==> src/rtl/pio_pkg.sv <==
package pio_pkg;
    typedef enum logic [1:0] {
        ACC_NONE = 2'd0,
        ACC_DIR  = 2'd1,
        ACC_DAT  = 2'd2
    } pio_acc_e;
endpackage

==> src/rtl/pio_sync.sv <==
module pio_sync #(
    parameter int W      = 8,
    parameter int STAGES = 2
) (
    input  logic         clk,
    input  logic         rst_n,
    input  logic [W-1:0] din,
    output logic [W-1:0] dout
);
    typedef struct packed {
        logic [STAGES-1:0][W-1:0] stg;
    } sync_state_t;

    sync_state_t st_d, st_q;

    always_comb begin
        st_d = st_q;
        st_d.stg[0] = din;
        for (int i = 1; i < STAGES; i++) begin
            st_d.stg[i] = st_q.stg[i-1];
        end
    end

    always_ff @(posedge clk or negedge rst_n) begin
        if (!rst_n) st_q <= '0;
        else        st_q <= st_d;
    end

    assign dout = st_q.stg[STAGES-1];
endmodule

==> src/rtl/pio_regs.sv <==
module pio_regs
    import pio_pkg::*;
#(
    parameter int              W        = 8,
    parameter int              ADDR_W   = 16,
    parameter logic [ADDR_W-1:0] DIR_ADDR = 16'hFF8C,
    parameter logic [ADDR_W-1:0] DAT_ADDR = 16'hFF8E
) (
    input  logic              clk,
    input  logic              rst_n,
    input  logic              hw_stby,
    input  logic              sw_stby,
    input  logic              bus_sel,
    input  logic              bus_we,
    input  logic [ADDR_W-1:0] bus_addr,
    input  logic [W-1:0]      bus_wdata,
    input  logic [W-1:0]      pin_sync,
    output logic [W-1:0]      bus_rdata,
    output logic [W-1:0]      dir,
    output logic [W-1:0]      dat
);
    typedef struct packed {
        logic [W-1:0] dir;
        logic [W-1:0] dat;
    } reg_state_t;

    reg_state_t st_d, st_q;
    pio_acc_e   acc;
    logic       wr_ok;

    always_comb begin
        if (!bus_sel)                  acc = ACC_NONE;
        else if (bus_addr == DIR_ADDR) acc = ACC_DIR;
        else if (bus_addr == DAT_ADDR) acc = ACC_DAT;
        else                           acc = ACC_NONE;
    end

    assign wr_ok = bus_we && !hw_stby && !sw_stby;

    always_comb begin
        st_d = st_q;
        if (wr_ok && acc == ACC_DIR) st_d.dir = bus_wdata;
        if (wr_ok && acc == ACC_DAT) st_d.dat = bus_wdata;
        if (hw_stby)                 st_d.dir = '0;
    end

    always_ff @(posedge clk or negedge rst_n) begin
        if (!rst_n) st_q <= '0;
        else        st_q <= st_d;
    end

    always_comb begin
        unique case (acc)
            ACC_DIR: bus_rdata = '1;
            ACC_DAT: bus_rdata = (st_q.dat & st_q.dir) | (pin_sync & ~st_q.dir);
            default: bus_rdata = '0;
        endcase
    end

    assign dir = st_q.dir;
    assign dat = st_q.dat;
endmodule

==> src/rtl/pio_pad_mux.sv <==
module pio_pad_mux #(
    parameter int W = 8
) (
    input  logic         hw_stby,
    input  logic [W-1:0] dir,
    input  logic [W-1:0] dat,
    input  logic [W-1:0] alt_oe,
    input  logic [W-1:0] alt_out,
    output logic [W-1:0] pad_out,
    output logic [W-1:0] pad_oe
);
    for (genvar g = 0; g < W; g++) begin : g_pin
        assign pad_out[g] = alt_oe[g] ? alt_out[g] : dat[g];
        assign pad_oe[g]  = !hw_stby && (dir[g] || alt_oe[g]);
    end
endmodule

==> src/rtl/pio_port8.sv <==
module pio_port8 #(
    parameter int                W           = 8,
    parameter int                ADDR_W      = 16,
    parameter int                SYNC_STAGES = 2,
    parameter logic [ADDR_W-1:0] DIR_ADDR    = 16'hFF8C,
    parameter logic [ADDR_W-1:0] DAT_ADDR    = 16'hFF8E
) (
    input  logic              clk,
    input  logic              rst_n,
    input  logic              hw_stby,
    input  logic              sw_stby,
    input  logic              bus_sel,
    input  logic              bus_we,
    input  logic [ADDR_W-1:0] bus_addr,
    input  logic [W-1:0]      bus_wdata,
    output logic [W-1:0]      bus_rdata,
    input  logic [W-1:0]      alt_oe,
    input  logic [W-1:0]      alt_out,
    input  logic [W-1:0]      pad_in,
    output logic [W-1:0]      pad_out,
    output logic [W-1:0]      pad_oe
);
    logic [W-1:0] pin_sync;
    logic [W-1:0] dir;
    logic [W-1:0] dat;

    pio_sync #(.W(W), .STAGES(SYNC_STAGES)) u_sync (
        .clk  (clk),
        .rst_n(rst_n),
        .din  (pad_in),
        .dout (pin_sync)
    );

    pio_regs #(.W(W), .ADDR_W(ADDR_W), .DIR_ADDR(DIR_ADDR), .DAT_ADDR(DAT_ADDR)) u_regs (
        .clk      (clk),
        .rst_n    (rst_n),
        .hw_stby  (hw_stby),
        .sw_stby  (sw_stby),
        .bus_sel  (bus_sel),
        .bus_we   (bus_we),
        .bus_addr (bus_addr),
        .bus_wdata(bus_wdata),
        .pin_sync (pin_sync),
        .bus_rdata(bus_rdata),
        .dir      (dir),
        .dat      (dat)
    );

    pio_pad_mux #(.W(W)) u_mux (
        .hw_stby(hw_stby),
        .dir    (dir),
        .dat    (dat),
        .alt_oe (alt_oe),
        .alt_out(alt_out),
        .pad_out(pad_out),
        .pad_oe (pad_oe)
    );
endmodule

==> config.mk <==
export PLATFORM = sky130hd
export DESIGN_NAME = pio_port8
export DESIGN_NICKNAME = d
export VERILOG_FILES = /design/src/rtl/pio_pkg.sv /design/src/rtl/pio_sync.sv /design/src/rtl/pio_regs.sv /design/src/rtl/pio_pad_mux.sv /design/src/rtl/pio_port8.sv
export SDC_FILE = /design/constraint.sdc
export NUM_CORES = 1
export LEC_CHECK = 0
export ABC_AREA = 1
export ABC_CLOCK_PERIOD_IN_PS = 800
export BUFFER_PORTS_ARGS = -buffer_cell sky130_fd_sc_hd__clkbuf_2
export CAP_MARGIN = 25
export CORE_MARGIN = 2
export CORE_UTILIZATION = 46
export CTS_BUF_LIST = sky130_fd_sc_hd__clkbuf_2
export DETAILED_ROUTE_END_ITERATION = 6
export PLACE_DENSITY_LB_ADDON = 0.2
export SETUP_SLACK_MARGIN = 0.05
export SKIP_CTS_REPAIR_TIMING = 1
export SLEW_MARGIN = 30
export SYNTH_ARGS = -nofsm -noshare
export SYNTH_HDL_FRONTEND = slang
export SYNTH_SLANG_ARGS = --single-unit
==> constraint.sdc <==
create_clock -name clk -period 0.8 [get_ports clk]
set_input_delay 0 -clock clk [delete_from_list [all_inputs] [get_ports clk]]
set_output_delay 0 -clock clk [all_outputs]
set_load 0.01 [all_outputs]
=== Word level (Yosys, flattened, before mapping) ===
Cells that the tools add are included.

* Flip-flop bits (word level): 32
* Bits of input ports: 54
* Output and inout bits: 24
* Word-level logic and storage cells: 49

* Multiplexer cells: 14
* Reductions and logical operators: 23
* Bitwise gates (word level): 4
* Equal/unequal tests: 4

{| class="wikitable"
|+ Operators with widths
! cell !! number
|-
| $eq A16 B16 Y1 const B || 2
|-
| $and A8 B8 Y8 || 2
|-
| $mux W8 || 2
|-
| $pmux W8 S2 || 1
|-
| $logic_and A1 B1 Y1 || 12
|-
| $logic_or A1 B1 Y1 || 8
|-
| $mux W1 || 8
|-
| $not A8 Y8 || 1
|-
| $or A8 B8 Y8 || 1
|-
| $mux W2 || 3
|-
| $eq A2 B1 Y1 const B || 1
|-
| $eq A2 B2 Y1 const B || 1
|-
| $logic_not A1 Y1 || 2
|-
| $reduce_bool A2 Y1 || 1
|}

=== Logic depth before layout (Yosys ltp) ===
* Word-level depth: 8
* Depth in mapped cells: 7
* Gate-level depth less buffers: 7

=== Hierarchy ===
Synthesis repeated with hierarchy kept, for this count alone.

* Cell total of the unflattened synthesis: 173
* Area, all modules: 1550.2 µm²

{| class="wikitable"
|+ By module, submodules not included
! module !! seq. area each (µm²) !! area each (µm²) !! times used !! cells each
|-
| pio_regs || 400.4 || 938.4 || 1 || 108
|-
| pio_sync || 400.4 || 400.4 || 1 || 16
|-
| pio_pad_mux || 0.0 || 211.5 || 1 || 49
|}

=== Worst setup path before layout ===
No wires, ideal clock.

* Path type: input-to-reg
* From: input bus_addr[5]
* To: register u_regs.st_q (netlist bit u_regs.dat[0])
* Setup time: 0.117 ns
* Setup slack: -0.037 ns
* Cell stages on the path: 6
* Data arrival time: 0.720 ns
* Buffers on the path: 0
* Data required time: 0.683 ns
* Cell sequence: nor2_1 -> nand4_1 -> nor2_4 -> nand3_2 -> nand2_1 -> nand2_1

* Cells in the longest elaborated chain, start to end: 6
* Elaborated cells between the ends (all ways): 7
* Classes of those cells: eq/ne: 3; mux: 3; reduce/logical: 1

{| class="wikitable"
|+ RTL lines
! item !! RTL line !! RTL
|-
| start: declaration || pio_port8.sv:14 || <nowiki>input logic [ADDR_W-1:0] bus_addr,</nowiki>
|-
| $eq A16 B16 Y1 || pio_regs.sv:34 || <nowiki>else if (bus_addr == DAT_ADDR) acc = ACC_DAT;</nowiki>
|-
| $mux W2 || pio_regs.sv:34 ||
|-
| $mux W2 * || pio_regs.sv:33 || <nowiki>else if (bus_addr == DIR_ADDR) acc = ACC_DIR;</nowiki>
|-
| $mux W2 * || pio_regs.sv:32 || <nowiki>if (!bus_sel) acc = ACC_NONE;</nowiki>
|-
| $eq A2 B2 Y1 * || pio_regs.sv:43 || <nowiki>if (wr_ok && acc == ACC_DAT) st_d.dat = bus_wdata;</nowiki>
|-
| $logic_and A1 B1 Y1 * || pio_regs.sv:43 ||
|-
| end signal: assignment || pio_regs.sv:49 || <nowiki>else st_q <= st_d;</nowiki>
|-
| end: declaration || pio_regs.sv:27 || <nowiki>reg_state_t st_d, st_q;</nowiki>
|}

Mark *: on every way between the ends. The rest lies on a longest branch, timed or not.
A chain may end at the register's enable or synchronous reset.

=== Final worst setup path ===
* From: register u_regs.st_q (netlist bit u_regs.dat[0])
* To: output bus_rdata[0]

* Cells in the longest elaborated chain, start to end: 3

{| class="wikitable"
|+ RTL lines
! item !! RTL line !! RTL
|-
| $and A8 B8 Y8 || pio_regs.sv:55 || <nowiki>ACC_DAT: bus_rdata = (st_q.dat & st_q.dir) | (pin_sync & ~st_q.dir);</nowiki>
|-
| $or A8 B8 Y8 || pio_regs.sv:55 ||
|-
| $pmux W8 S2 || pio_regs.sv:53 || <nowiki>unique case (acc)</nowiki>
|-
| end: declaration || pio_port8.sv:16 || <nowiki>output logic [W-1:0] bus_rdata,</nowiki>
|}

Every way passes these cells.

==> flow_summary_export.csv <==
group,metric,value,unit
run_status,status,"finished, violations left",
run_status,violations,"setup timing",
cts,path_clk_slew,0.17,ns
setup_path,critPathKind,"flip-flop to output port",
layout,area_delta_synth_final,70.5,%
cts,cts_root_buffer,"clkbuf_2",
setup_path,cp-start-kind,"flip-flop",
timing,setup_tns,-8.16,ns
floorplanning,ios,78,
timing,slew_viol_final,0,
detailed_routing,drtPass1Iterations,6,
place,dp_hpwl,3.06,mm
timing,timing_hold_violations_final,0,
setup_path,critPathTopFamily,"flip-flops",
detailed_routing,detail-route-antenna-nets,0,
setup_path,crit_arrival,1.26,ns
synthesis,synth_nets,230,
worst_hold_path,hold_path_class,"primary input to async pin",
setup_path,max_stage_delay,0.42,ns
global_routing,grt_overflow_total,0,
setup_path,crit_slowest_cell,"dfrtp_1",
layout,fin_cells,354,
timing,min_period,1.26,ns
detailed_routing,vias,1767,
synthesis,yosysSeqAreaShare,53.7,%
synthesis,syn_avg_cell_area,8.47,um2
power,leakage,0.00136,uW
synthesis,synth-seq-cells,32,
synthesis,syn_area,1490,um2
synthesis,yosysUniqueCellTypes,14,
global_routing,grt_pass1_vias,1471,
cts,clock_latency,0.36,ns
detailed_routing,wirelength,4.55,mm
cts,clk_path_buf_depth,2,
power,ir_drop,0.00127,V
floorplanning,die_h,60.9,um
setup_path,crit_required,0.80,ns
setup_path,crit_chain,"inv_2 > nand2_1 > o21ai_1 > o21ai_2 > buf_2",
detailed_routing,viasPerCell,4.99,
layout,fin_nets,363,
cts,cts_buffers,5,
timing,worstMarginPinSlew,0.316,ns
cts,numClockSinks,32,
floorplanning,dieArea,3710,um2
floorplanning,row_count,20,
layout,layout_commonest_cell,"clkbuf_2",
synthesis,ys.warnings.count,0,
timing,setup_ws,-0.457,ns
timing,rsz0062_at_grt,"true",
place,port_buffers,77,
timing,finalSetupViolCount,31,
setup_path,crit_buf_inv,2,
global_routing,antenna_found_initial,0,
detailed_routing,dr.first_iter.drc_count,57,
layout,mostFrequentLayoutCells,"clkbuf_2, nand2_1, dfrtp_1",
cts,ctsHtreeMaxLevel,2,
global_routing,grt_max_degree,33,
timing,max_freq,796,MHz
timing,skew,0.000176,ns
flow_run,cap_violations,0,
global_routing,grtUsageTotal,23.5,%
global_routing,grt_pass1_wl,6.13,mm
detailed_routing,wl_per_cell,12.8,um
timing,fin_crit_sh,157,%
detailed_routing,drc,0,
timing,max_slew_margin,78.9,%
place,placed_area,2160,um2
power,power.density,1270,nW/um2
layout,drive_above_1_share,49.7,%
setup_path,cp-end-kind,"output port",
floorplanning,core,3080,um2
layout,fin_area,2540,um2
timing,holdWs,0.0961,ns
floorplanning,start_util,48.5,%
setup_path,path_max_fanout,2,
place,gp_congestion,0.770,
cts,cts_tree,"yes",
layout,antenna_cells,0,
synthesis,netlist_instances,176,
place,dp_cells,320,
floorplanning,die_w,60.9,um
state kept, by name (all words and copies together) (netlist names):
name,flops
u_regs.dat,8
u_regs.dir,8
u_sync.dout,8
u_sync.st_d,8
logic make-up after synthesis:
kind of cell	Yosys count	synth area share, %
flops	32	53.7
compound gates	24	8.05
buf+inv	17	5.29
simple gates	103	33.0
tightest hold or removal path, stage by stage:
cell and delay [ns]:
dlygate4sd3_1 0.53, clkbuf_2 0.12, buf_12 0.20
path summary, 6_finish.rpt:
kind                                 start        endpoint  slack, ns  depth (start not counted)
max in group asynchronous            rst_n   u_regs.dir[6]       0.51                          3
min in group clk                   sw_stby   u_regs.dat[5]       0.10                          5
hold reg to reg            u_sync.st_d[10]  u_sync.dout[2]       0.37                          0
setup / recovery             u_regs.dat[0]    bus_rdata[0]      -0.46                          5
hold / removal                       rst_n   u_regs.dat[0]        0.1                          3
setup reg to reg             u_regs.dir[0]   u_regs.dir[0]      -0.10                          4
routing by layer:
layer / wire [um] / up-vias / GRT usage [%]
met2: 2440 / 86 / 40.6
met3: 297 / 21 / 8.10
met1: 1670 / 802 / 26.5
met4: 138 / 0 / 9.63
met5: 0 / - / 0
li1: - / 858 / -
cells in the mapped netlist (all sizes together):
library cell | instances | area, um2
nor3 | 1 | 16.3
inv | 15 | 56.3
o21ai | 24 | 120
nand3 | 12 | 70.1
dfrtp | 32 | 801
nand2 | 49 | 186
nor2 | 24 | 113
buf | 2 | 22.5
nand4 | 17 | 106
power by group:
group | internal, uW | switching [uW]
clock | 539 | 533
sequential | 1660 | 11.9
combinational | 249 | 231
total | 2450 | 776
area by class of cell:
class                           count  area (um2)
Sequential cell                    32         802
Timing Repair Buffer              128         857
Tap cell                           44        55.1
Inverter                           15        56.3
Clock buffer                        6        30.0
Clock inverter                      2        35.0
Multi-Input combinational cell    127         707
Fill cell                         222         536
per-stage QoR:
step           total power (uW)  utilization (%)  setup WS [ns]
6_report                   3220             82.6         -0.457
5_1_grt                    3360             82.6         -0.552
4_1_cts                    3160             72.4         -0.488
3_5_place_dp               2090             70.3         -0.295
3_3_place_gp               2080             70.3         -0.224
2_1_floorplan              1820                -        -0.0356
Power figures use the tool's default switching activity.
